===== src/rtl/serial_rx.sv =====
module serial_rx #(
  parameter int TICK_DIV = 4,
  parameter int MAX_BITS = 9
) (
  input  logic                        clk,
  input  logic                        rst_n,
  input  logic                        rx_in,
  input  logic [$clog2(MAX_BITS+1)-1:0] cfg_len,
  input  logic                        cfg_par_en,
  input  logic                        cfg_par_odd,
  input  logic                        cfg_stop2,
  input  logic                        rd_ack,
  output logic [MAX_BITS-1:0]         rx_data,
  output logic                        rx_valid,
  output logic                        err_frame,
  output logic                        err_parity,
  output logic                        err_overrun
);
  localparam int LW = $clog2(MAX_BITS+1);
  localparam int PW = (TICK_DIV > 1) ? $clog2(TICK_DIV) : 1;
  localparam int MIN_BITS = 5;
  localparam logic [3:0] CONFIRM = 4'd7;
  localparam logic [3:0] CENTRE = 4'd15;

  typedef enum logic [2:0] {IDLE, START, DATA, PAR, STOP, HOLD} st_t;

  logic s1, s2;
  always_ff @(posedge clk or negedge rst_n)
    if (!rst_n) begin
      s1 <= 1'b1;
      s2 <= 1'b1;
    end else begin
      s1 <= rx_in;
      s2 <= s1;
    end

  logic [PW-1:0] pc;
  logic tick;
  assign tick = (pc == PW'(TICK_DIV-1));
  always_ff @(posedge clk or negedge rst_n)
    if (!rst_n) pc <= '0;
    else pc <= tick ? '0 : pc + 1'b1;

  st_t st;
  logic [3:0] sub;
  logic [LW-1:0] bitn;
  logic [MAX_BITS-1:0] sh;
  logic par_acc, fr_acc;
  logic [LW-1:0] eff_len;
  logic mid, last_stop, done, fr_now, par_bad;
  logic [MAX_BITS-1:0] word;

  always_comb begin
    if (cfg_len < LW'(MIN_BITS)) eff_len = LW'(MIN_BITS);
    else if (cfg_len > LW'(MAX_BITS)) eff_len = LW'(MAX_BITS);
    else eff_len = cfg_len;
  end

  assign mid       = tick && (sub == CENTRE);
  assign last_stop = cfg_stop2 ? (bitn == LW'(1)) : (bitn == '0);
  assign done      = (st == STOP) && mid && last_stop;
  assign fr_now    = fr_acc | ~s2;
  assign par_bad   = cfg_par_en & (par_acc ^ cfg_par_odd);
  assign word      = sh >> (LW'(MAX_BITS) - eff_len);

  always_ff @(posedge clk or negedge rst_n)
    if (!rst_n) begin
      st <= IDLE;
      sub <= '0;
      bitn <= '0;
      sh <= '0;
      par_acc <= 1'b0;
      fr_acc <= 1'b0;
    end else if (tick) begin
      case (st)
        IDLE:
          if (!s2) begin
            st <= START;
            sub <= '0;
          end
        START:
          if (s2) st <= IDLE;
          else if (sub == CONFIRM) begin
            st <= DATA;
            sub <= '0;
            bitn <= '0;
            sh <= '0;
            par_acc <= 1'b0;
            fr_acc <= 1'b0;
          end else sub <= sub + 1'b1;
        DATA: begin
          sub <= sub + 1'b1;
          if (sub == CENTRE) begin
            sh <= {s2, sh[MAX_BITS-1:1]};
            par_acc <= par_acc ^ s2;
            if (bitn == eff_len - 1'b1) begin
              bitn <= '0;
              st <= cfg_par_en ? PAR : STOP;
            end else bitn <= bitn + 1'b1;
          end
        end
        PAR: begin
          sub <= sub + 1'b1;
          if (sub == CENTRE) begin
            par_acc <= par_acc ^ s2;
            st <= STOP;
          end
        end
        STOP: begin
          sub <= sub + 1'b1;
          if (sub == CENTRE) begin
            fr_acc <= fr_now;
            if (last_stop) st <= fr_now ? HOLD : IDLE;
            else bitn <= bitn + 1'b1;
          end
        end
        HOLD:
          if (s2) st <= IDLE;
        default: st <= IDLE;
      endcase
    end

  always_ff @(posedge clk or negedge rst_n)
    if (!rst_n) begin
      rx_data <= '0;
      rx_valid <= 1'b0;
      err_frame <= 1'b0;
      err_parity <= 1'b0;
      err_overrun <= 1'b0;
    end else if (done) begin
      if (rx_valid && !rd_ack) err_overrun <= 1'b1;
      else begin
        rx_data <= word;
        rx_valid <= 1'b1;
        err_frame <= fr_now;
        err_parity <= par_bad;
        err_overrun <= 1'b0;
      end
    end else if (rd_ack) begin
      rx_valid <= 1'b0;
      err_overrun <= 1'b0;
    end


  valid_hold_chk: assert property (@(posedge clk) disable iff (!rst_n)
    (rx_valid && !rd_ack) |=> rx_valid);

  ack_clear_chk: assert property (@(posedge clk) disable iff (!rst_n)
    (rd_ack && !done) |=> (!rx_valid && !err_overrun));

  overrun_keep_chk: assert property (@(posedge clk) disable iff (!rst_n)
    (rx_valid && !rd_ack && done) |=> (err_overrun && $stable(rx_data) && $stable(err_frame)));

  glitch_drop_chk: assert property (@(posedge clk) disable iff (!rst_n)
    (st == START && tick && s2) |=> (st == IDLE));

  hold_low_chk: assert property (@(posedge clk) disable iff (!rst_n)
    (st == HOLD && !s2) |=> (st == HOLD));

  par_off_chk: assert property (@(posedge clk) disable iff (!rst_n)
    (done && !cfg_par_en && !(rx_valid && !rd_ack)) |=> !err_parity);
endmodule


===== config.mk =====
export PLATFORM = sky130hd
export DESIGN_NAME = serial_rx
export DESIGN_NICKNAME = d
export VERILOG_FILES = /design/src/rtl/serial_rx.sv
export SDC_FILE = /design/constraint.sdc
export NUM_CORES = 1
export LEC_CHECK = 0
export BUFFER_PORTS_ARGS = -buffer_cell sky130_fd_sc_hd__buf_2
export CAP_MARGIN = 20
export CORE_MARGIN = 1.5
export CORE_UTILIZATION = 45
export DETAILED_ROUTE_END_ITERATION = 8
export SYNTH_ARGS = -nofsm -noshare
export SYNTH_HDL_FRONTEND = slang
export SYNTH_SLANG_ARGS = --single-unit

===== constraint.sdc =====
create_clock -name clk -period 2.6 [get_ports clk]
set_clock_uncertainty 0.15 [all_clocks]
set_input_delay 0.13 -clock clk [delete_from_list [all_inputs] [get_ports clk]]
set_output_delay 0.13 -clock clk [all_outputs]
set_load 0.05 [all_outputs]

Word-level counts from Yosys, hierarchy flattened
Cells that the tools add are included.
- bitwise operators: 6
- order comparisons: 2
- add/subtract/negate cells: 5
- reductions and logical operators: 23
- multiplexer cells: 42
- eq/ne operators: 23
- shifts and indexed selects: 1
- operators by type and width (cell ; count):
    $mux W4 ; 11
    $mux W3 ; 11
    $mux W9 ; 3
    $pmux W4 S3 ; 2
    $ne A2 B2 Y1 const B ; 11
    $pmux W3 S6 ; 1
    $pmux W9 S2 ; 1
    $reduce_and A5 Y1 ; 3
    $mux W1 ; 10
    $reduce_and A9 Y1 ; 1
    $shr A9 B4 Y9 ; 1
    $add A4 B1 Y4 const B ; 2
    $reduce_bool A2 Y1 ; 4
    $reduce_and A7 Y1 ; 1
    $eq A3 B2 Y1 const B ; 2
    $eq A3 B3 Y1 const B ; 2
    $reduce_bool A3 Y1 ; 2
    $eq A4 B1 Y1 const B ; 1
    $eq A4 B3 Y1 const B ; 1
    $eq A4 B4 Y1 ; 1
    $eq A4 B4 Y1 const B ; 1
    $gt A4 B4 Y1 const B ; 1
    $logic_and A1 B1 Y1 ; 4
    $logic_not A4 Y1 ; 1
    20 further kinds ; 24
- register bits after elaboration: 39
- output and inout bits: 13
- input bits: 11
- logic and storage cells: 116

Logic depth before layout (Yosys ltp)
Gate-level depths: netlist of run 1.
- word-level depth: 8
- gate-level depth with buffers: 10

Least setup slack after synthesis of run 1
OpenSTA, ideal clock, no wires.
- path kind: input port to flip-flop
- start point: input cfg_len[0]
- end point: register bitn[2]
- setup slack: 0.271 ns
- stages: 9
- arrival: 2.055 ns
- data required time: 2.326 ns
- cells stage by stage: or4b_1 > clkbuf_1 > nand2_1 > ha_1 > xor2_1 > nand2_1 > nor4b_4 > o21ai_2 > a211o_1
- longest elaborated chain between the ends: 8
- elaborated cells on any way between the ends: 9
- classes of those cells: add/sub (1); order compare (2); eq/ne (1); mux (5)
- ends and longest elaborated chain (element ; RTL line ; text):
    start: declaration ; 8 ; input logic [$clog2(MAX_BITS+1)-1:0] cfg_len,
    $gt A4 B4 Y1 ; 55 ; else if (cfg_len > LW'(MAX_BITS)) eff_len = LW'(MAX_BITS);
    $mux W4 ; 55 ;
    $mux W4 * ; 54 ; if (cfg_len < LW'(MIN_BITS)) eff_len = LW'(MIN_BITS);
    $sub A4 B1 Y4 * ; 96 ; if (bitn == eff_len - 1'b1) begin
    $eq A4 B4 Y1 * ; 96 ;
    $mux W4 * ; 96 ;
    $mux W4 * ; 93 ; if (sub == CENTRE) begin
    $pmux W4 S3 * ; 75 ; case (st)
    end signal: assignment ; 99 ; end else bitn <= bitn + 1'b1;
    end signal: assignment ; 114 ; else bitn <= bitn + 1'b1;
    end: declaration ; 46 ; logic [LW-1:0] bitn;
Every way passes the cells marked *; elsewhere a longest branch is shown, timed or not. The select of a mux whose other input is x is not followed.
A chain may end at the register's enable or synchronous reset.

Final worst setup path of run 1
- start point: register st[1]
- end point: register bitn[2]
- longest elaborated chain between the ends: 3
- elaborated cells on any way between the ends: 11
- classes of those cells: eq/ne (8); mux (1); reduce/logical (2)
- ends and longest elaborated chain (element ; RTL line ; text):
    start: declaration ; 44 ; st_t st;
    start signal: assignment ; 98 ; st <= cfg_par_en ? PAR : STOP;
    start signal: assignment ; 113 ; if (last_stop) st <= fr_now ? HOLD : IDLE;
    $eq A3 B1 Y1, or another cell as far along ; 75 ;
    $ne A2 B2 Y1 (no line) or $reduce_bool A3 Y1 (tied branches) ; - ;
    $reduce_and A7 Y1 (no line) ; - ;
Parallel ways exist; a longest one is shown, timed or not.

==> results of run 1 <==
-- state kept, by name, indices dropped and copies added, names as in the netlist --
register     flops
rx_data          9
bitn             4
err_overrun      1
sub              4
s2               1
fr_acc           1
rx_valid         1
par_acc          1
s1               1
err_frame        1
err_parity       1
pc               2
sh               9
st               3
-- power groups by stage --
| stage | combinational (W) | sequential [W] | clock (W) |
|---|---|---|---|
| after floorplan | 0.000467 | 0.000745 | 0 |
| after global placement | 0.000584 | 0.000802 | 0 |
| after detailed placement | 0.000592 | 0.000800 | 0 |
| after CTS | 0.000601 | 0.000789 | 0.000434 |
| after global routing | 0.000673 | 0.000806 | 0.000451 |
| final | 0.000599 | 0.000793 | 0.000417 |
-- worst paths after layout --
| kind | endpoint | slack, ns | from |
|---|---|---|---|
| setup / recovery | bitn[2] | 0.34 | st[1] |
| hold / removal | err_parity | 0.01 | cfg_par_en |
| setup reg to reg | bitn[2] | 0.34 | st[1] |
| hold reg to reg | s2 | 0.22 | s1 |
| max in group asynchronous | sh[3] | 1.39 | rst_n |
| min in group asynchronous | err_overrun | 0.35 | rst_n |
-- worst reg2reg max path, cell delays in order (launching register included) --
cell and delay, ns:
dfrtp_1 0.49, or3b_2 0.56, o221ai_1 0.33, a31o_2 0.25, nor3b_1 0.07, a211o_1 0.29
-- layer usage --
metal	GRT usage [%]	part of all wire [%]	up-vias
met1	26.4	48	972
met4	6.85	1.6	0
met2	30.6	46	59
met3	4.07	4.9	13
li1	-	-	1067
met5	0	0	-
-- through the flow --
| stage | worst slack, ns | instances | hold slack (ns) |
|---|---|---|---|
| floorplan | 0.271 | 279 | -0.316 |
| global placement | 0.300 | 368 | 0.0943 |
| detailed placement | 0.244 | 368 | 0.0908 |
| CTS | 0.277 | 380 | 0.0128 |
| global route | 0.229 | 381 | 0.0406 |
| finish | 0.339 | 381 | 0.0124 |
-- layout make-up --
type / instances / area [sq um] / area share, %
Clock buffer: 5 / 68.8 / 2.46
Inverter: 11 / 41.3 / 1.48
Sequential cell: 39 / 978 / 35.0
Timing Repair Buffer: 39 / 245 / 8.78
Tap cell: 70 / 87.6 / 3.13
Clock inverter: 3 / 20.0 / 0.717
Multi-Input combinational cell: 214 / 1350 / 48.4
-- timing repair --
action | CTS | global route
hold buffers | 4 | 0
endpoints found under the hold margin | 40 | 0
endpoints found under the setup margin | 0 | 0
-- synth_stat cells, drive strengths merged (3+ instances only) --
cell type	number	area [sq um]
a21oi	16	80.1
ha	7	87.6
xor2	3	26.3
nand3	6	30.0
a211oi	3	22.5
or2	3	18.8
nor2b	7	43.8
o21ai	28	144
dfrtp	37	926
o22ai	5	31.3
a22o	3	26.3
o31ai	8	60.1
buf	3	12.5
inv	11	41.3
and3	3	23.8
nor3b	4	35.0
a31oi	4	25.0
nand2b	7	43.8
clkbuf	12	45.0
nor3	4	20.0
or3b	3	28.8
nor2	12	45.0
mux2i	6	60.1
nand2	51	194
-- logic make-up after synthesis --
family / Yosys count / share of synthesized area [%]
AOI/OAI and AO/OA: 85 / 22.3
xor gates and xnor gates: 5 / 2.42
adders and majority gates: 7 / 3.60
buffers and inverters: 26 / 4.07
DFF: 39 / 40.3
muxes: 6 / 2.47
and+or+nand+nor: 111 / 24.8
==> out/qor.yml, run 1 <==
worst-path-max-fanout: 11
grt_use_total_pct: 19.4
netlist_area_sq_um: 2430
hold_path_depth: 3
dieArea_sq_um: 5850
yosysSeqAreaShare_pct: 40.3
tightest_slew_ns: 0.887
ant_nets: 0
antenna_found_initial: 0
max_slew_margin_pct: 40.8
final_common_cell: "nand2_1"
syn_avg_cell_area_sq_um: 8.71
critPathLaunchType: "flip-flop"
grt_pass1_wl_mm: 9.31
cts_sinks: 39
grt_pass1_vias: 1982
pin_count: 24
rsz0062_at_grt: "no"
cap_violations: 0
first_iter_violations: 124
post-dp-hpwl_mm: 3.87
irDropWorstVdd_v: 0.000296
htreeDepth: 2
die_x_um: 76.5
area_growth_pct: 15.0
p_comb_share_pct: 33.1
cts_resized: 0
final_cell_mix: "nand2_1 (50), dfrtp_1 (37), o21ai_0 (24)"
dr.pass1.iters: 4
initial_utilization_pct: 47.0
setup_viol_count_final: 0
root_buffer: "clkbuf_8"
cts_tree: "done"
power.density_nw_per_um2: 647
fin_crit_ns: 2.26
syn_inst: 279
syn-num-nets: 297
die_y_um: 76.5
path_class: "flip-flop to flip-flop"
final_area_sq_um: 2790
fin_nets: 328
finalMaxSlewViolations: 0
post-route-period-util_pct: 86.9
finalPower_w: 0.00181
run_status: "completed"
fp.coreArea_sq_um: 5170
routedWlPerCell_um: 14.2
row_count: 26
cp.required_ns: 2.63
wl_mm: 5.41
finalHoldViolations: 0
fillCellCount: 482
path_cells: "or3b_2 > o221ai_1 > a31o_2 > nor3b_1 > a211o_1"
slowest_delay_ns: 0.56
path_clk_slew_ns: 0.09
clockBufferDepth: 2
cts_buffers: 5
ys.flop_type: "dfrtp_1"
clkPwrFrac_pct: 23.1
viasPerCell: 5.54
drive_gt1_share_pct: 19.0
gp_congestion: 0.893
asyncSetResetFlopFracSynth_pct: 100
hold_class: "input pin to flip-flop"
path_delay_family: "compound AO/OA/AOI/OAI gates"
leakage_nw: 1.20
vias: 2111
setup_tns_ns: 0
grt_max_degree: 40
io_buffer_count: 23
drc: 0
power_switching_w: 0.000677
synth_edf_count: 0
worstPathArrival_ns: 2.29
fin_util_pct: 54.0
worst-path-buf-inv: 0
cts_setup_buffers: 0
overflow: 0
crit_cells: 5
max_freq_mhz: 442
r2r_cells: 5
synthDistinctLibCells: 59
yosys_warnings: 0
netSwitchingFraction_pct: 37.4
num_antenna_cells: 0
placed_cell_area_sq_um: 2660
insertion_delay_ns: 0.30
internal_power_w: 0.00113
end_kind: "flip-flop"
seqPwrFrac_pct: 43.8
cp_slowest_cell: "or3b_2"
synth_seq_cells: 39
Power figures use the tool's default switching activity.
==> run 2, diff against run 1 <==
--- a/config.mk
+++ b/config.mk
@@ -8,8 +8,9 @@
 export BUFFER_PORTS_ARGS = -buffer_cell sky130_fd_sc_hd__buf_2
 export CAP_MARGIN = 20
 export CORE_MARGIN = 1.5
-export CORE_UTILIZATION = 45
+export CORE_UTILIZATION = 55
 export DETAILED_ROUTE_END_ITERATION = 8
+export PLACE_DENSITY = 0.75
 export SYNTH_ARGS = -nofsm -noshare
 export SYNTH_HDL_FRONTEND = slang
 export SYNTH_SLANG_ARGS = --single-unit
==> out/qor.yml, run 2 (same netlist as run 1, synthesis figures left out) <==
fillCellCount: 332  # -31%
cts_buffers: 5  # unchanged
clkPwrFrac_pct: 27.0  # +3.9 points
leakage_nw: 1.22  # +1.5%
post-dp-hpwl_mm: 3.94  # +1.8%
place_ws_ns: 0.234  # -0.0101 ns
worstPathArrival_ns: 2.27  # -0.02 ns
vias: 2131  # +0.95%
setup_viol_count_final: 0  # unchanged
finalHoldViolations: 0  # unchanged
power_switching_w: 0.000681  # +0.62%
htreeDepth: 2  # unchanged
internal_power_w: 0.00123  # +8.9%
finalPower_w: 0.00191  # +5.8%
reg_top3: "rx_data: 9 flops, sh: 9 flops"
gp_congestion: 0.873  # -2.2%
area_growth_pct: 14.9  # about the same
max_slew_margin_pct: 42.4  # +1.5 points
path_class: "flip-flop to flip-flop"
wl_mm: 5.46  # +1.0%
die_y_um: 69.5  # -9.2%
clockBufferDepth: 2  # unchanged
io_buffer_count: 23  # unchanged
dr.pass1.iters: 4  # unchanged
end_kind: "flip-flop"
initial_utilization_pct: 59.0  # +12 points
cts_resized: 0  # unchanged
ant_nets: 0  # unchanged
routedWlPerCell_um: 15.1  # +6.6%
overflow: 0  # unchanged
antenna_found_initial: 0  # unchanged
grt_use_total_pct: 24.5  # +5.0 points
viasPerCell: 5.90  # +6.5%
cts_sinks: 39  # unchanged
final_common_cell: "nand2_1"
drive_gt1_share_pct: 19.0  # unchanged
final_cell_mix: "nand2_1 (50), dfrtp_1 (37), o21ai_0 (24)"
setup_slack_ns: 0.373  # +0.0341 ns
fp.coreArea_sq_um: 4120  # -20%
grt_pass1_vias: 2000  # +0.91%
num_antenna_cells: 0  # unchanged
netSwitchingFraction_pct: 35.6  # -1.8 points
cp.required_ns: 2.64  # about the same
run_status: "completed"
drc: 0  # unchanged
setup_tns_ns: 0  # unchanged
row_count: 23  # -12%
grt_pass1_wl_mm: 9.48  # +1.8%
seqPwrFrac_pct: 40.3  # -3.5 points
insertion_delay_ns: 0.30  # about the same
first_iter_violations: 162  # +31%
die_x_um: 69.5  # -9.2%
power.density_nw_per_um2: 685  # +5.8%
post-route-period-util_pct: 85.6  # -1.3 points
worst-path-max-fanout: 8  # -3
dieArea_sq_um: 4830  # -18%
root_buffer: "clkbuf_8"
fin_crit_ns: 2.23  # -0.0341 ns
pin_count: 24  # unchanged
p_comb_share_pct: 32.7  # -0.4 points
cap_violations: 0  # unchanged
grt_max_degree: 40  # unchanged
rsz0062_at_grt: "no"
critPathLaunchType: "flip-flop"
hold_class: "input pin to flip-flop"
finalMaxSlewViolations: 0  # unchanged
path_clk_slew_ns: 0.08  # about the same
irDropWorstVdd_v: 0.000577  # +95%
tightest_slew_ns: 0.864  # -0.0231 ns
cts_tree: "done"
hold_ws_ns: 0.0359  # +0.0235 ns
max_freq_mhz: 449  # +1.5%
fin_nets: 328  # unchanged
fin_util_pct: 67.9  # +14 points
==> run 2: final timing paths <==
path,cells after the start,from,end,slack (ns)
hold / removal,3,cfg_par_en,err_parity,0.04
min in group asynchronous,2,rst_n,rx_data[6],0.32
setup / recovery,7,bitn[0],bitn[2],0.37
hold reg to reg,0,s1,s2,0.20
max in group asynchronous,2,rst_n,st[2],1.43
setup reg to reg,7,bitn[0],bitn[2],0.37
==> run 2: power groups by stage <==
stage	logic, W	registers (W)	clock network (W)
2_1_floorplan	0.000467	0.000745	0
3_3_place_gp	0.000600	0.000776	0
3_5_place_dp	0.000617	0.000779	0
4_1_cts	0.000625	0.000769	0.000527
5_1_grt	0.000707	0.000789	0.000549
6_report	0.000625	0.000772	0.000517
==> run 2: final cells by class <==
type                            count  area [sq um]  share of cell area, %
Clock buffer                        5          68.8                   2.46
Clock inverter                      3          43.8                   1.57
Inverter                           11          41.3                   1.48
Multi-Input combinational cell    214          1350                   48.4
Sequential cell                    39           978                   35.0
Tap cell                           50          62.6                   2.24
Timing Repair Buffer               39           245                   8.78
==> run 2: metrics by stage <==
| stage | instances | cell area [sq um] |
|---|---|---|
| floorplan | 279 | 2430 |
| global placement | 348 | 2630 |
| detailed placement | 348 | 2630 |
| CTS | 360 | 2790 |
| global route | 361 | 2790 |
| finish | 361 | 2790 |
==> run 2: timing repair <==
item	4_1_cts	5_1_grt
hold endpoints to repair	40	0
buffers inserted	0	0
hold buffers	4	0
==> run 2: per-layer routing <==
metal | track usage, % | vias up | wire [um]
met4 | 8.50 | 0 | 95
met1 | 32.6 | 1025 | 2450
met3 | 4.80 | 9 | 185
met2 | 39.7 | 38 | 2730
li1 | - | 1059 | -
met5 | 0 | - | 0
==> run 2: worst max-delay path, stage by stage, from the launching register on <==
cell and delay (ns):
dfrtp_1 0.51, inv_1 0.08, ha_1 0.20, mux2i_1 0.35, o21ai_0 0.14, a31o_2 0.31, and2_1 0.17, a211o_1 0.21
==> run 3, diff against run 2 <==
--- a/config.mk
+++ b/config.mk
@@ -7,7 +7,6 @@
 export LEC_CHECK = 0
 export BUFFER_PORTS_ARGS = -buffer_cell sky130_fd_sc_hd__buf_2
 export CAP_MARGIN = 20
-export CORE_MARGIN = 1.5
 export CORE_UTILIZATION = 55
 export DETAILED_ROUTE_END_ITERATION = 8
 export PLACE_DENSITY = 0.75
==> out/qor.yml, run 3 (same netlist as run 1, synthesis figures left out) <==
run_status: "completed"
htreeDepth: 2  # unchanged
power.density_nw_per_um2: 684  # -0.25%
fillCellCount: 349  # +5.1%
dr.pass1.iters: 5  # +1
hold_class: "input pin to flip-flop"
wl_mm: 5.22  # -4.5%
post-route-period-util_pct: 89.3  # +3.7 points
insertion_delay_ns: 0.30  # about the same
drc: 0  # unchanged
first_iter_violations: 168  # +3.7%
fin_nets: 325  # -0.91%
path_class: "flip-flop to flip-flop"
io_buffer_count: 23  # unchanged
finalHoldViolations: 0  # unchanged
dieArea_sq_um: 4690  # -2.9%
critPathLaunchType: "flip-flop"
regArea_sq_um: 978  # unchanged
drive_gt1_share_pct: 18.2  # -0.79 points
worst-path-max-fanout: 18  # +10
final_cell_mix: "nand2_1 (50), dfrtp_1 (37), o21ai_0 (24)"
cts_sinks: 39  # unchanged
max_slew_margin_pct: 32.2  # -10 points
leakage_nw: 1.21  # -1.1%
cp.required_ns: 2.59  # -0.05 ns
finalMaxSlewViolations: 0  # unchanged
reg2reg_from: "st[0]"
grt_use_total_pct: 25.2  # +0.76 points
final_common_cell: "nand2_1"
hp-start: "cfg_par_en"
ant_nets: 0  # unchanged
grt_pass1_vias: 1952  # -2.4%
overflow: 0  # unchanged
die_x_um: 68.5  # -1.4%
multi_input_area_sq_um: 1350  # unchanged
viasPerCell: 5.91  # about the same
fin_util_pct: 67.4  # -0.46 points
vias: 2115  # -0.75%
cts_tree: "done"
initial_utilization_pct: 59.0  # unchanged
irDropWorstVdd_v: 0.000557  # -3.4%
setup_viol_count_final: 0  # unchanged
clockBufferDepth: 2  # unchanged
rsz0062_at_grt: "no"
routedWlPerCell_um: 14.6  # -3.7%
gp_congestion: 0.938  # +7.4%
fin_crit_ns: 2.32  # +0.0965 ns
antenna_found_initial: 0  # unchanged
path_clk_slew_ns: 0.09  # about the same
row_count: 23  # unchanged
grt_max_degree: 40  # unchanged
worstPathArrival_ns: 2.32  # +0.05 ns
area_growth_pct: 14.2
max_freq_mhz: 430  # -4.2%
reg_top3: "rx_data: 9 flops, sh: 9 flops"
root_buffer: "clkbuf_8"
fp.coreArea_sq_um: 4120  # unchanged
finalPower_w: 0.00190  # -0.92%
tightest_slew_ns: 1.01  # +0.146 ns
end_kind: "flip-flop"
post-dp-hpwl_mm: 3.74  # -5.1%
num_antenna_cells: 0  # unchanged
pin_count: 24  # unchanged
die_y_um: 68.5  # -1.4%
cap_violations: 0  # unchanged
setup_tns_ns: 0  # unchanged
grt_pass1_wl_mm: 8.67  # -8.5%
crit_start: "st[0]"
cts_buffers: 5  # unchanged
==> run 3: metrics by stage <==
| stage | hold slack [ns] | setup WS, ns | std cells | area, sq um |
|---|---|---|---|---|
| after floorplan | -0.316 | 0.271 | 279 | 2430 |
| after global placement | 0.0850 | 0.300 | 346 | 2620 |
| after detailed placement | 0.0869 | 0.274 | 346 | 2620 |
| after CTS | 0.0307 | 0.280 | 358 | 2770 |
| after global routing | 0.0392 | 0.0680 | 358 | 2770 |
| final | 0.0335 | 0.277 | 358 | 2770 |
==> run 3: final timing paths <==
kind	depth (start not counted)	slack, ns	end
setup / recovery	5	0.28	sh[6]
hold / removal	3	0.03	err_parity
setup reg to reg	5	0.28	sh[6]
hold reg to reg	0	0.20	s2
max in group asynchronous	2	1.45	rx_valid
min in group asynchronous	2	0.31	pc[0]
==> run 3: layout make-up <==
| cell class | instances | area share, % |
|---|---|---|
| clock inverter | 3 | 1.71 |
| sequential | 39 | 35.3 |
| inverter | 11 | 1.49 |
| clock buffer | 5 | 2.48 |
| timing repair buffer | 36 | 8.03 |
| multi-input combinational | 214 | 48.8 |
| tap | 50 | 2.26 |
==> run 3: what timing repair did <==
| action | in CTS | in global routing |
|---|---|---|
| hold buffers | 4 | 0 |
| hold endpoints to repair | 40 | 0 |
| setup buffers | 0 | 0 |
| gates resized for setup | 0 | 0 |
==> run 3: layer usage <==
layer  wire, um  share of wire (%)  up-vias  track usage, %
met5          0                  0        -               0
met4        111                2.1        0            12.0
met3        207                4.0       10            5.33
met2       2520                 48       43            42.6
met1       2380                 46     1005            30.2
li1           -                  -     1057               -
==> run 3: report_power, final <==
group	total (W)	switching, W	internal [W]
clock	0.000530	0.000239	0.000291
sequential	0.000798	0.000126	0.000672
combinational	0.000568	0.000309	0.000259
total	0.00190	0.000674	0.00122
==> run 3: worst max-delay path, stage by stage (launching register included) <==
cell and delay, ns:
dfrtp_1 0.60, or3b_2 0.53, nor3_1 0.25, o21ai_1 0.37, nand2_1 0.17, o21ai_0 0.10
